$ cat config.mk
export PLATFORM = sky130hd
export DESIGN_NAME = pgm_verify_ctrl
export DESIGN_NICKNAME = d
export VERILOG_FILES = /design/src/rtl/pv_pkg.sv /design/src/rtl/pv_seq.sv /design/src/rtl/pv_vstep.sv /design/src/rtl/pv_inhibit.sv /design/src/rtl/pgm_verify_ctrl.sv
export SDC_FILE = /design/constraint.sdc
export NUM_CORES = 1
export LEC_CHECK = 0
export BUFFER_PORTS_ARGS = -buffer_cell sky130_fd_sc_hd__buf_2
export CAP_MARGIN = 15
export CORE_UTILIZATION = 49
export DETAILED_ROUTE_END_ITERATION = 8
export GPL_TIMING_DRIVEN = 0
export HOLD_SLACK_MARGIN = 0.05
export MAX_ROUTING_LAYER = met4
export PLACE_DENSITY = 0.74
export SLEW_MARGIN = 20
export SYNTH_ARGS = -nofsm -noshare
export SYNTH_HDL_FRONTEND = slang
export SYNTH_HIERARCHICAL = 1
export SYNTH_SLANG_ARGS = --single-unit
$ cat constraint.sdc
create_clock -name clk -period 1.8 [get_ports clk]
set_input_delay 0.27 -clock clk [delete_from_list [all_inputs] [get_ports clk]]
set_output_delay 0.27 -clock clk [all_outputs]
set_load 0.005 [all_outputs]
$ cat src/rtl/pv_pkg.sv
package pv_pkg;

  typedef enum logic [1:0] {
    ST_IDLE  = 2'd0,
    ST_PULSE = 2'd1,
    ST_VLO   = 2'd2,
    ST_VHI   = 2'd3
  } pv_state_e;

  localparam logic [1:0] REF_NONE = 2'd0;
  localparam logic [1:0] REF_LO   = 2'd1;
  localparam logic [1:0] REF_MID  = 2'd2;
  localparam logic [1:0] REF_HI   = 2'd3;

  localparam logic [1:0] LV_ERASED = 2'd0;
  localparam logic [1:0] LV_LO     = 2'd1;
  localparam logic [1:0] LV_MID    = 2'd2;

  // lane needs no charge in this operation
  function automatic logic lane_idle(input logic lower, input logic [1:0] lvl);
    if (lower) return (lvl == LV_ERASED) || (lvl == LV_MID);
    else       return (lvl == LV_ERASED) || (lvl == LV_LO);
  endfunction

  // reference a lane must reach in this operation
  function automatic logic [1:0] lane_aim(input logic lower, input logic [1:0] lvl);
    if (lower) return lvl;
    else       return REF_MID;
  endfunction

endpackage

$ cat src/rtl/pv_seq.sv
module pv_seq
  import pv_pkg::*;
(
  input  logic       clk,
  input  logic       rst_n,
  input  logic       start,
  input  logic       page_lower,
  input  logic       all_inh,
  input  logic       cnt_at_max,
  output logic       ld,
  output logic       pulse_fire,
  output logic       vfy_fire,
  output logic [1:0] vfy_sel,
  output logic       step,
  output logic       page_q,
  output logic       busy,
  output logic       done_q,
  output logic       fail_q,
  output logic       rej_q
);

  pv_state_e state_q, state_d;
  logic      page_d;
  logic      uok_q, uok_d;
  logic      done_d, fail_d, rej_d;

  always_comb begin
    state_d    = state_q;
    page_d     = page_q;
    uok_d      = uok_q;
    done_d     = 1'b0;
    fail_d     = 1'b0;
    rej_d      = 1'b0;
    ld         = 1'b0;
    pulse_fire = 1'b0;
    vfy_fire   = 1'b0;
    vfy_sel    = REF_NONE;
    step       = 1'b0;
    unique case (state_q)
      ST_IDLE: begin
        if (start) begin
          if (page_lower && !uok_q) begin
            rej_d = 1'b1;
          end else begin
            ld      = 1'b1;
            page_d  = page_lower;
            state_d = ST_PULSE;
            if (!page_lower) uok_d = 1'b0;
          end
        end
      end
      ST_PULSE: begin
        if (all_inh) begin
          done_d  = 1'b1;
          state_d = ST_IDLE;
          uok_d   = !page_q;
        end else if (cnt_at_max) begin
          fail_d  = 1'b1;
          state_d = ST_IDLE;
          if (page_q) uok_d = 1'b0;
        end else begin
          pulse_fire = 1'b1;
          state_d    = ST_VLO;
        end
      end
      ST_VLO: begin
        vfy_fire = 1'b1;
        if (page_q) begin
          vfy_sel = REF_LO;
          state_d = ST_VHI;
        end else begin
          vfy_sel = REF_MID;
          step    = 1'b1;
          state_d = ST_PULSE;
        end
      end
      ST_VHI: begin
        vfy_fire = 1'b1;
        vfy_sel  = REF_HI;
        step     = 1'b1;
        state_d  = ST_PULSE;
      end
      default: state_d = ST_IDLE;
    endcase
  end

  assign busy = (state_q != ST_IDLE);

  always_ff @(posedge clk or negedge rst_n) begin
    if (!rst_n) begin
      state_q <= ST_IDLE;
      page_q  <= 1'b0;
      uok_q   <= 1'b0;
      done_q  <= 1'b0;
      fail_q  <= 1'b0;
      rej_q   <= 1'b0;
    end else begin
      state_q <= state_d;
      page_q  <= page_d;
      uok_q   <= uok_d;
      done_q  <= done_d;
      fail_q  <= fail_d;
      rej_q   <= rej_d;
    end
  end

endmodule

$ cat src/rtl/pv_vstep.sv
module pv_vstep #(
  parameter int VW = 4,
  parameter int CW = 6
) (
  input  logic          clk,
  input  logic          rst_n,
  input  logic          ld,
  input  logic          step,
  input  logic          pulse_fire,
  input  logic [CW-1:0] max_pulses,
  output logic [VW-1:0] vcode,
  output logic          at_max
);

  localparam logic [VW-1:0] VTOP = {VW{1'b1}};

  logic [VW-1:0] vcode_q, vcode_d;
  logic [CW-1:0] cnt_q, cnt_d;
  logic [CW-1:0] lim_q;
  logic          v_en, c_en;

  always_comb begin
    v_en    = ld || (step && (vcode_q != VTOP));
    vcode_d = ld ? '0 : vcode_q + 1'b1;
    c_en    = ld || pulse_fire;
    cnt_d   = ld ? '0 : cnt_q + 1'b1;
  end

  always_ff @(posedge clk or negedge rst_n) begin
    if (!rst_n) begin
      vcode_q <= '0;
      cnt_q   <= '0;
      lim_q   <= '0;
    end else begin
      if (v_en) vcode_q <= vcode_d;
      if (c_en) cnt_q   <= cnt_d;
      if (ld)   lim_q   <= max_pulses;
    end
  end

  assign vcode  = vcode_q;
  assign at_max = (cnt_q == lim_q);

endmodule

$ cat src/rtl/pv_inhibit.sv
module pv_inhibit
  import pv_pkg::*;
#(
  parameter int NBL = 8
) (
  input  logic             clk,
  input  logic             rst_n,
  input  logic             ld,
  input  logic             ld_page,
  input  logic [2*NBL-1:0] tgt,
  input  logic             page_q,
  input  logic             vfy_fire,
  input  logic [1:0]       vfy_sel,
  input  logic [NBL-1:0]   sense,
  output logic [NBL-1:0]   inh,
  output logic             all_inh
);

  for (genvar g = 0; g < NBL; g++) begin : g_lane
    logic [1:0] aim_lvl_q;
    logic       inh_q, inh_d, inh_en;
    logic       hit;

    always_comb begin
      hit    = vfy_fire && sense[g] && (vfy_sel == lane_aim(page_q, aim_lvl_q));
      inh_en = ld || hit;
      inh_d  = ld ? lane_idle(ld_page, tgt[2*g +: 2]) : 1'b1;
    end

    always_ff @(posedge clk or negedge rst_n) begin
      if (!rst_n) begin
        aim_lvl_q <= LV_ERASED;
        inh_q     <= 1'b1;
      end else begin
        if (ld)     aim_lvl_q <= tgt[2*g +: 2];
        if (inh_en) inh_q     <= inh_d;
      end
    end

    assign inh[g] = inh_q;
  end

  assign all_inh = &inh;

endmodule

$ cat src/rtl/pgm_verify_ctrl.sv
module pgm_verify_ctrl #(
  parameter int NBL = 8,
  parameter int VW  = 4,
  parameter int CW  = 6
) (
  input  logic             clk,
  input  logic             rst_n,
  input  logic             start,
  input  logic             page_lower,
  input  logic [2*NBL-1:0] tgt_lvl,
  input  logic [CW-1:0]    max_pulses,
  input  logic [NBL-1:0]   sense_pass,
  output logic [VW-1:0]    vpgm_code,
  output logic [NBL-1:0]   inh_mask,
  output logic             pulse_stb,
  output logic             vfy_stb,
  output logic [1:0]       vfy_ref,
  output logic             busy,
  output logic             done,
  output logic             fail,
  output logic             rejected
);

  logic ld, step, page_q, all_inh, cnt_at_max;

  pv_seq u_seq (
    .clk        (clk),
    .rst_n      (rst_n),
    .start      (start),
    .page_lower (page_lower),
    .all_inh    (all_inh),
    .cnt_at_max (cnt_at_max),
    .ld         (ld),
    .pulse_fire (pulse_stb),
    .vfy_fire   (vfy_stb),
    .vfy_sel    (vfy_ref),
    .step       (step),
    .page_q     (page_q),
    .busy       (busy),
    .done_q     (done),
    .fail_q     (fail),
    .rej_q      (rejected)
  );

  pv_vstep #(.VW(VW), .CW(CW)) u_vstep (
    .clk        (clk),
    .rst_n      (rst_n),
    .ld         (ld),
    .step       (step),
    .pulse_fire (pulse_stb),
    .max_pulses (max_pulses),
    .vcode      (vpgm_code),
    .at_max     (cnt_at_max)
  );

  pv_inhibit #(.NBL(NBL)) u_inh (
    .clk      (clk),
    .rst_n    (rst_n),
    .ld       (ld),
    .ld_page  (page_lower),
    .tgt      (tgt_lvl),
    .page_q   (page_q),
    .vfy_fire (vfy_stb),
    .vfy_sel  (vfy_ref),
    .sense    (sense_pass),
    .inh      (inh_mask),
    .all_inh  (all_inh)
  );

endmodule

=== Word level (Yosys, flattened, before mapping) ===
Index checks and enable logic that the tools add are counted.

* Output and inout bits: 20
* Logic and storage cells: 182
* Flip-flop bits (word level): 47
* Input bits: 34

* Eq/ne operators: 34
* Reductions and logical operators: 62
* Multiplexer cells: 58
* Bitwise gates (word level): 1
* Add/subtract/negate cells: 2

{| class="wikitable"
|+ Operators with widths
! cell !! number
|-
| $mux 1 || 38
|-
| $mux 2 || 14
|-
| $logic_or 1x1->1 || 26
|-
| $eq 2x2->1 const B || 10
|-
| $eq 2x1->1 const B || 9
|-
| $logic_and 1x1->1 || 18
|-
| $logic_not 2->1 || 9
|-
| $eq 2x2->1 || 8
|-
| $pmux 2 s4 || 1
|-
| $reduce_and 8->1 || 1
|-
| $add 6x1->6 const B || 1
|-
| $eq 6x6->1 || 1
|-
| $mux 6 || 1
|-
| $ne 2x2->1 const B || 3
|-
| $reduce_and 6->1 || 1
|-
| $add 4x1->4 const B || 1
|-
| $mux 4 || 1
|-
| $ne 4x4->1 const B || 1
|-
| $pmux 1 s2 || 2
|-
| $pmux 2 s2 || 1
|-
| $reduce_bool 2->1 || 2
|-
| $ne 3x2->1 const B || 1
|-
| $ne 3x3->1 const B || 1
|-
| $reduce_and 3->1 || 1
|-
| 4 further kinds || 5
|}

=== Logic depth before layout (Yosys ltp) ===
Gate-level depths: netlist of run 1.

* Depth after elaboration: 6
* Depth in mapped cells: 8
* Gate-level depth less buffers: 7

=== By module ===
The synthesis of run 1 kept the hierarchy.

{| class="wikitable"
|+ By module, submodules not included
! module !! seq. area each (um^2) !! instances !! area each (um^2) !! cells each
|-
| pv_inhibit || 610.6 || 1 || 1451.4 || 130
|-
| pv_vstep || 400.4 || 1 || 772.0 || 66
|-
| pv_seq || 175.2 || 1 || 421.7 || 42
|}

=== Worst setup path after synthesis of run 1 ===
Ideal clock, no wire load.

* Kind: reg-to-reg
* Start point: register u_seq.state_q[0]
* End point: register u_vstep.lim_q[4]
* Path slack: -0.114 ns
* Arrival: 1.789 ns
* Stages on the path, launching flop included: 8
* Required time: 1.675 ns
* Buffers on the path: 2
* Path through: dfrtp_1 -> inv_1 -> ha_1 -> inv_1 -> nor3_1 -> buf_2 -> buf_2 -> mux2_2

* Longest elaborated chain between the ends: 2

{| class="wikitable"
|+ RTL lines
! element !! line !! source
|-
| from (decl) || pv_seq.sv:22 || <nowiki>pv_state_e state_q, state_d;</nowiki>
|-
| from (signal assigned) || pv_seq.sv:98 || <nowiki>state_q <= state_d;</nowiki>
|-
| $logic_not 2->1 || pv_seq.sv:39 || <nowiki>unique case (state_q)</nowiki>
|-
| $mux 1 || pv_seq.sv:39 ||
|-
| via ld || pgm_verify_ctrl.sv:24 || <nowiki>logic ld, step, page_q, all_inh, cnt_at_max;</nowiki>
|-
| to (signal assigned) || pv_vstep.sv:37 || <nowiki>if (ld) lim_q <= max_pulses;</nowiki>
|-
| to (decl) || pv_vstep.sv:19 || <nowiki>logic [CW-1:0] lim_q;</nowiki>
|}

The timed path passes the listed nets, and every way through them passes these cells.
A chain may end at the register's enable or synchronous reset.

=== Worst setup path after layout of run 1 ===
* Start point: register u_vstep.cnt_q[0]
* End point: output pulse_stb

* Longest elaborated chain between the ends: 4

{| class="wikitable"
|+ RTL lines
! element !! line !! source
|-
| from (decl) || pv_vstep.sv:18 || <nowiki>logic [CW-1:0] cnt_q, cnt_d;</nowiki>
|-
| from (signal assigned) || pv_vstep.sv:36 || <nowiki>if (c_en) cnt_q <= cnt_d;</nowiki>
|-
| $eq 6x6->1 || pv_vstep.sv:42 || <nowiki>assign at_max = (cnt_q == lim_q);</nowiki>
|-
| via cnt_at_max || pgm_verify_ctrl.sv:24 ||
|-
| $mux 1 || pv_seq.sv:57 || <nowiki>end else if (cnt_at_max) begin</nowiki>
|-
| $mux 1 || pv_seq.sv:53 || <nowiki>if (all_inh) begin</nowiki>
|-
| $mux 1 || pv_seq.sv:39 ||
|-
| to (decl) || pgm_verify_ctrl.sv:15 || <nowiki>output logic pulse_stb,</nowiki>
|}

The timed path passes the listed nets, and every way through them passes these cells.

==> impl_results.md, run 1 <==
- Dominant cell type by area after synthesis: sky130_fd_sc_hd__dfrtp_1
- Hold Violations, Final: 0
- Number of optimization iterations in the first detailed-route pass: 4
- Number of buffers on the longest clock path: 2
- Clk root buf: sky130_fd_sc_hd__clkbuf_8
- CTS tree: yes
- Non-filler cells, final: about 390
- Sequential-to-total area share from yosys stat: 44.8%
- Post-Syn Area: ~0.0026 sq mm
- DR iter-0 viols: approximately 90
- Fill cell total of the finished layout: 424
- Net count after synthesis: 279
- Antenna violations before repair: 0
- Sequential cell area: 0.00119 sq mm
- Worst setup path category: flop to output port
- Total area of multi-input combinational cells: 0.00143 sq mm
- Max-Slew Margin vs Limit: ~61%
- Leading post-synthesis cells by cell area: sky130_fd_sc_hd__dfrtp_1 37%, sky130_fd_sc_hd__dfstp_2 7.9%, sky130_fd_sc_hd__mux2i_1 7.6%, sky130_fd_sc_hd__mux2_1 6.0%, sky130_fd_sc_hd__xnor2_1 4.3%
- Outcome: complete, but fails checks
- Ant. Diodes: 0
- Cells on worst reg2reg path: 7
- Maximum VDD drop: around 0.87 mV
- Mapped Cells: ~240
- Worst hold-check path type: input pin to flop
- Gp weighted congestion: 0.803
- Final HPWL DP: approximately 4 mm
- Per-cell via count in the routed design: just over 5
- Timing-limited maximum frequency: roughly 550 MHz
- Static leakage: roughly 1.6 nW
- Critical path data arrival time: approximately 1500 ps
- Worst-path fanout max: 5
- Leading cell types in the layout, fill and taps excluded: 52 x sky130_fd_sc_hd__buf_2, 38 x sky130_fd_sc_hd__dfrtp_1, 22 x sky130_fd_sc_hd__buf_4
- Source-to-sink clock delay at the later pin of the worst-skew pair: approximately 290 ps
- Reg-to-reg endpoint: u_vstep/cnt_q[5]$_DFFE_PN0P_
- Final Slew Violations: 0
- Actual transition at the worst max-transition pin: ~580 ps
- Placeable Area: about 0.005 sq mm
- Final-report setup violation count: 1
- Number of placed I/O pins: 54
- Hold Crit Endpoint: u_inh/g_lane[1].inh_q$_DFFE_PN1P_
- Beginning of the worst register-to-register path: u_vstep/cnt_q[0]$_DFFE_PN0P_
- Count of cell types in the netlist: 45
- Wire length of the first global-routing pass: around 9 mm
- Place WS: -250 ps
- Most frequent standard cell in the layout excluding fill and tap cells: sky130_fd_sc_hd__buf_2
- Floorplan die width: roughly 75 microns
- Worst reg-to-reg setup slack: about 10 ps
- Via count: roughly 2k
- Remaining global-route overflow: 0
- Routed wire length: ~5.5 mm
- Synthesized flop and latch total: 47
- Worst setup skew after layout: approximately 5.6 ps
- Inserted Clock Buffers: 5
- H-Tree Level Count: 2
- Starting density of the core: 51.5%
- Final clock period utilization by the worst path: 100%
- Unrepaired setup endpoints after global routing: yes
- Total die area: about 0.0057 sq mm
- Share of final-layout standard cells stronger than drive strength 1: 45.4%
- Net count of the finished layout: 355
- Failing checks: negative setup slack
- Number of clock sinks: 47
- Routed len/inst: roughly 14 microns
- Number of cell rows: 26
- Power density cells: 1710 mW/mm^2
- Required time of the critical path: 1530 ps
- Largest net degree at the start of global routing: 48
- Final routed DRC violation total: 0
- Start point of the worst min-delay path: sense_pass[1]
- Number of max-cap violations: 0
- Syn_area_per_cell: roughly 11 sq um
- Post-Place Cells: 361
- Number of global-route vias before repair: ~2k
- Time the worst path needs with I/O delays and setup: between 1500 and 2000 ps
- Launching element type of the critical path: flop
- Die outline height: about 75 microns
- Post-route antenna net violation count: 0
- Count of buffers inserted at the top-level ports: 53
- Clock input transition at the sequential cells of the worst setup and hold paths: about 90 ps
- Crit end category: output port
- GRT Resource Usage Total: between 20% and 30%
- Area share of the largest cell type after synthesis: between 30% and 40%
- Area added between synthesis and finish: 30.3%
- Yosys warns: 6
- Hold path cells: 3
- Worst path setup slack after routing: -4.75 ps
## kinds of logic (layout without fill, tap and decap cells)
group	count (synthesis)	after routing	synth area share, %
DFF	47	47	44.8
AOI/OAI and AO/OA	30	30	7.80
adders and majority gates	7	7	3.31
muxes	41	41	16.5
and+or+nand+nor	69	69	15.4
buffers and inverters	26	103	6.15
xor gates and xnor gates	18	18	5.96
## Yosys cell counts (all sizes together)
master and count:
ha 7, and3b 1, nand3b 2, mux2 21, nand2b 5, a21oi 6, or3 1, nor2 8
nand4 6, or2b 3, dfstp 8, o211ai 1, a21o 1, nor2b 7, o221ai 2, inv 8
xnor2 13, o31ai 8, o21ai 8, and4b 1, nand3 2, or3b 1, or2 4, xor2 5
o2111ai 2, and3 2, nand2 16, dfrtp 39, nor3 3, mux2i 20, a21boi 2, and2b 4
nor3b 1, and2 2, buf 18
## state kept, by name, indices dropped and copies added (netlist names)
signal                  count
u_inh/g_lane.inh_q          8
u_seq/rej_q                 1
u_vstep/cnt_q               6
u_seq/fail_q                1
u_seq/state_q               2
u_vstep/lim_q               6
u_seq/page_q                1
u_seq/uok_q                 1
u_vstep/vcode               4
u_inh/g_lane.aim_lvl_q     16
u_seq/done_q                1
## where the power goes
group          internal [mW]  leakage (nW)  switching [mW]
Combinational           1.73         0.975            1.38
Sequential              1.61         0.565           0.402
Clock                  0.414        0.0581           0.355
## worst max-delay path by stage
stage / start / end / slack [ps] / cells past startpoint
final: u_vstep/cnt_q[0]$_DFFE_PN0P_ / pulse_stb / -5 / 5
after global routing: u_vstep/lim_q[0]$_DFFE_PN0P_ / u_vstep/cnt_q[5]$_DFFE_PN0P_ / -100 / 7
after CTS: u_seq/state_q[0]$_DFFE_PN0P_ / vfy_ref[1] / -10 / 5
after detailed placement: u_seq/state_q[0]$_DFFE_PN0P_ / u_inh/g_lane[7].inh_q$_DFFE_PN1P_ / -250 / 8
after global placement: u_seq/state_q[0]$_DFFE_PN0P_ / u_inh/g_lane[7].inh_q$_DFFE_PN1P_ / -250 / 8
after floorplan: u_seq/state_q[0]$_DFFE_PN0P_ / u_inh/g_lane[3].aim_lvl_q[0]$_DFFE_PN0P_ / 20 / 7
## layer usage
metal / vias to the layer above / GRT usage (%) / routed length, microns
li1: 971 / - / -
met1: 953 / 26.2 / 2320
met2: 63 / 35.8 / 2730
met3: 12 / 5.95 / 343
met4: 0 / 9.05 / 109
met5: - / - / 0
## worst max-delay path: stages, from the launching register on
cell and delay (ps):
sky130_fd_sc_hd__dfrtp_1 410, sky130_fd_sc_hd__xnor2_1 130, sky130_fd_sc_hd__nand4_1 110, sky130_fd_sc_hd__nor3_2 70
sky130_fd_sc_hd__nor3b_4 340, sky130_fd_sc_hd__buf_2 180
## area by class of cell
cell class                 instances  share of cell area [%]
timing repair buffer              69                    11.8
clock inverter                     3                    1.27
sequential                        47                    34.4
tap                               70                    2.54
clock buffer                       5                    2.00
multi-input combinational        165                    41.5
buffer                            18                    5.34
inverter                           8                    1.09
## stage by stage
stage                     utilization [%]  instance area, sq um  power (mW)  hold WS, ps  setup TNS, ps
after detailed placement             58.7                  3020        4.51          467          -4030
after CTS                            64.0                  3290        5.63          170          -16.8
after global placement               58.7                  3020        4.42          460          -3710
final                                67.1                  3450        5.89          177          -4.75
after global routing                 67.1                  3450        6.34          180           -212
after floorplan                         -                  2670        3.83        -25.6              0
## timing repair
item | 4_1_cts | 5_1_grt
gates cloned | 0 | 0
resized for setup | 18 | 32
setup buffers | 14 | 1
hold buffers | 0 | 1
endpoints found under the hold margin | 0 | 39
pin swaps | 7 | 10
endpoints found under the setup margin | 35 | 13
Note: power is estimated with default switching activity, not from simulation.
==> run 2, diff against run 1 <==
==> constraint.sdc (replaced) <==
create_clock -name clk -period 1.8 [get_ports clk]
set_input_delay 0.45 -clock clk [delete_from_list [all_inputs] [get_ports clk]]
set_output_delay 0.45 -clock clk [all_outputs]
set_load 0.005 [all_outputs]
==> run 2 against run 1 <==
Compared with the run above: the flow still finishes with violations (negative setup slack); total power is 9.1% higher; maximum frequency decreased by 7.6%; first-iteration DRC count is 24% higher; routed wire length rose by 14%; largest power group unchanged.
==> impl_results.md, run 2 (synthesis results as in run 1) <==
- Net count of the finished layout: 355 (unchanged)
- Post-Place Cells: 361 (unchanged)
- Antenna violations before repair: 0 (unchanged)
- Beginning of the worst register-to-register path: u_vstep/cnt_q[2]$_DFFE_PN0P_ (was u_vstep/cnt_q[0]$_DFFE_PN0P_)
- Routed wire length: 6.28 mm (was 5.50 mm)
- Actual transition at the worst max-transition pin: 592 ps (was 582 ps)
- Final HPWL DP: 3.89 mm (unchanged)
- Launching element type of the critical path: flop (unchanged)
- Remaining global-route overflow: 0 (unchanged)
- Outcome: complete, but fails checks (unchanged)
- Place WS: -250 ps (unchanged)
- Post-route antenna net violation count: 0 (unchanged)
- Area added between synthesis and finish: 36.5% (was 30.3%)
- Accumulated negative setup slack: -454 ps (was -4.75 ps)
- Floorplan die width: 75.5 microns (unchanged)
- Number of max-cap violations: 0 (unchanged)
- Starting density of the core: 51.5% (unchanged)
- Routed len/inst: 16.3 microns (was 14.3 microns)
- Per-cell via count in the routed design: 5.29 (was 5.19)
- Max-Slew Margin vs Limit: 60.5% (was 61.2%)
- Number of clock sinks: 47 (unchanged)
- Power density cells: 1780 mW/mm^2 (was 1710 mW/mm^2)
- Worst setup skew after layout: 3.72 ps (was 5.57 ps)
- Slowest stage cell on the critical path: sky130_fd_sc_hd__dfstp_2 (was sky130_fd_sc_hd__dfrtp_1)
- H-Tree Level Count: 2 (unchanged)
- Met3 wire len: 280 microns (was 343 microns)
- CTS tree: yes (unchanged)
- Crit end category: output port (unchanged)
- Time the worst path needs with I/O delays and setup: 1950 ps (was 1800 ps)
- Die outline height: 75.5 microns (unchanged)
- Number of buffers on the longest clock path: 2 (unchanged)
- Static leakage: 1.67 nW (was 1.60 nW)
- Leading cell types in the layout, fill and taps excluded: 50 x sky130_fd_sc_hd__buf_2, 36 x sky130_fd_sc_hd__dfrtp_1, 20 x sky130_fd_sc_hd__buf_4 (was 52 x sky130_fd_sc_hd__buf_2, 38 x sky130_fd_sc_hd__dfrtp_1, 22 x sky130_fd_sc_hd__buf_4)
- Worst hold-check path type: input pin to async pin (was input pin to flop)
- Count of buffers inserted at the top-level ports: 53 (unchanged)
- Final Slew Violations: 0 (unchanged)
- Share of final-layout standard cells stronger than drive strength 1: 53.7% (was 45.4%)
- Final clock period utilization by the worst path: 108% (was 100%)
- Cells on worst reg2reg path: 7 (unchanged)
- Number of global-route vias before repair: 1947 (was 1996)
- Met2 routed WL: 3.16 mm (was 2.73 mm)
- Ant. Diodes: 0 (unchanged)
- Reg-to-reg endpoint: u_vstep/cnt_q[5]$_DFFE_PN0P_ (unchanged)
- WL met1: 2.68 mm (was 2.32 mm)
- Hold Violations, Final: 0 (unchanged)
- Worst path setup slack after routing: -153 ps (was -4.75 ps)
- Worst setup path category: flop to output port (unchanged)
- Clock input transition at the sequential cells of the worst setup and hold paths: 90 ps (about the same)
- Wire length of the first global-routing pass: 9.00 mm (about the same)
- Clk root buf: sky130_fd_sc_hd__clkbuf_8 (unchanged)
- DR iter-0 viols: 109 (was 88)
- Most frequent standard cell in the layout excluding fill and tap cells: sky130_fd_sc_hd__buf_2 (unchanged)
- CP bufs+invs: 1 (unchanged)
- GRT Resource Usage Total: 22.4% (was 22.1%)
- WHS: 139 ps (was 177 ps)
- Maximum VDD drop: 0.805 mV (was 0.865 mV)
- Longest individual stage delay on the worst path: 570 ps (was 410 ps)
- Register with the highest flop count: u_inh/g_lane.aim_lvl_q (unchanged)
- Worst-path fanout max: 4 (was 5)
- Largest net degree at the start of global routing: 48 (unchanged)
- Final-report setup violation count: 7 (was 1)
- Cells along the critical path: nand4_1 > nor2_2 > nor3b_4 > buf_2 (was xnor2_1 > nand4_1 > nor3_2 > nor3b_4 > buf_2)
- Critical path data arrival time: 1500 ps (was 1530 ps)
- Required time of the critical path: 1350 ps (was 1530 ps)
- Non-filler cells, final: 385 (unchanged)
- Total die area: 0.00570 sq mm (unchanged)
- Failing checks: negative setup slack (unchanged)
- Registers with the most flip-flops: u_inh/g_lane.aim_lvl_q: 16 flops, u_inh/g_lane.inh_q: 8 flops (unchanged)
- Placeable Area: 0.00514 sq mm (unchanged)
- Source-to-sink clock delay at the later pin of the worst-skew pair: 300 ps (was 290 ps)
- Top layer used by detailed routing: met4 (unchanged)
- Flip-flop count of the largest register after layout: 16 (unchanged)
- Crit path max-delay family: flip-flops (was simple AND/OR/NAND/NOR gates)
- Timing-limited maximum frequency: 512 MHz (was 554 MHz)
- Final routed DRC violation total: 0 (unchanged)
- Inserted Clock Buffers: 5 (unchanged)
- Number of cell rows: 26 (unchanged)
- Gp weighted congestion: 0.803 (unchanged)
- Number of placed I/O pins: 54 (unchanged)
- Unrepaired setup endpoints after global routing: yes (unchanged)
- Via count: 2037 (was 1999)
- Worst reg-to-reg setup slack: -20 ps (was 10 ps)
- Number of optimization iterations in the first detailed-route pass: 4 (unchanged)
## run 2: layout make-up
| type | instances | area [sq um] |
|---|---|---|
| multi-input combinational | 165 | 1550 |
| fill | 396 | 1530 |
| sequential | 47 | 1190 |
| timing repair buffer | 71 | 478 |
| buffer | 16 | 158 |
| tap | 70 | 87.6 |
| clock buffer | 5 | 68.8 |
| clock inverter | 3 | 43.8 |
| inverter | 8 | 37.5 |
## run 2: timing repair
item                                    4_1_cts  5_1_grt
cloned                                        0        1
endpoints found under the setup margin       36       30
hold buffers                                  0        0
setup buffers                                11        6
gates resized for setup                      25       57
pin swaps                                     4       13
## run 2: power by group
group | internal (mW) | switching [mW]
combinational | 2.03 | 1.56
clock | 0.414 | 0.361
sequential | 1.62 | 0.442
## run 2: worst max path at each step
stage / cells past startpoint / endpoint / startpoint
after global routing: 5 / pulse_stb / u_vstep/cnt_q[5]$_DFFE_PN0P_
after detailed placement: 8 / u_inh/g_lane[7].inh_q$_DFFE_PN1P_ / u_seq/state_q[0]$_DFFE_PN0P_
after floorplan: 7 / u_inh/g_lane[3].aim_lvl_q[0]$_DFFE_PN0P_ / u_seq/state_q[0]$_DFFE_PN0P_
after global placement: 8 / u_inh/g_lane[7].inh_q$_DFFE_PN1P_ / u_seq/state_q[0]$_DFFE_PN0P_
final: 4 / pulse_stb / u_inh/g_lane[4].inh_q$_DFFE_PN1P_
after CTS: 5 / pulse_stb / u_vstep/lim_q[5]$_DFFE_PN0P_
## run 2: worst reg2reg max path, stage by stage, from the launching register on
cell and delay, ps:
sky130_fd_sc_hd__dfrtp_2 470, sky130_fd_sc_hd__xor2_2 210, sky130_fd_sc_hd__nor3_4 80, sky130_fd_sc_hd__nor3b_4 270, sky130_fd_sc_hd__buf_6 160, sky130_fd_sc_hd__nand4_2 100
sky130_fd_sc_hd__or3_1 350, sky130_fd_sc_hd__a21oi_2 120
## run 2: stage by stage
stage / area (sq um) / power, mW / utilization [%]
after floorplan: 2670 / 3.83 / -
after global placement: 3020 / 4.42 / 58.7
after detailed placement: 3020 / 4.51 / 58.7
after CTS: 3290 / 5.67 / 64.0
after global routing: 3610 / 6.85 / 70.3
final: 3610 / 6.43 / 70.3
## run 2: routing by layer
metal	vias to the layer above	global-route usage, %
met5	-	-
met2	60	35.7
met3	13	4.63
met4	0	9.05
li1	970	-
met1	994	27.9
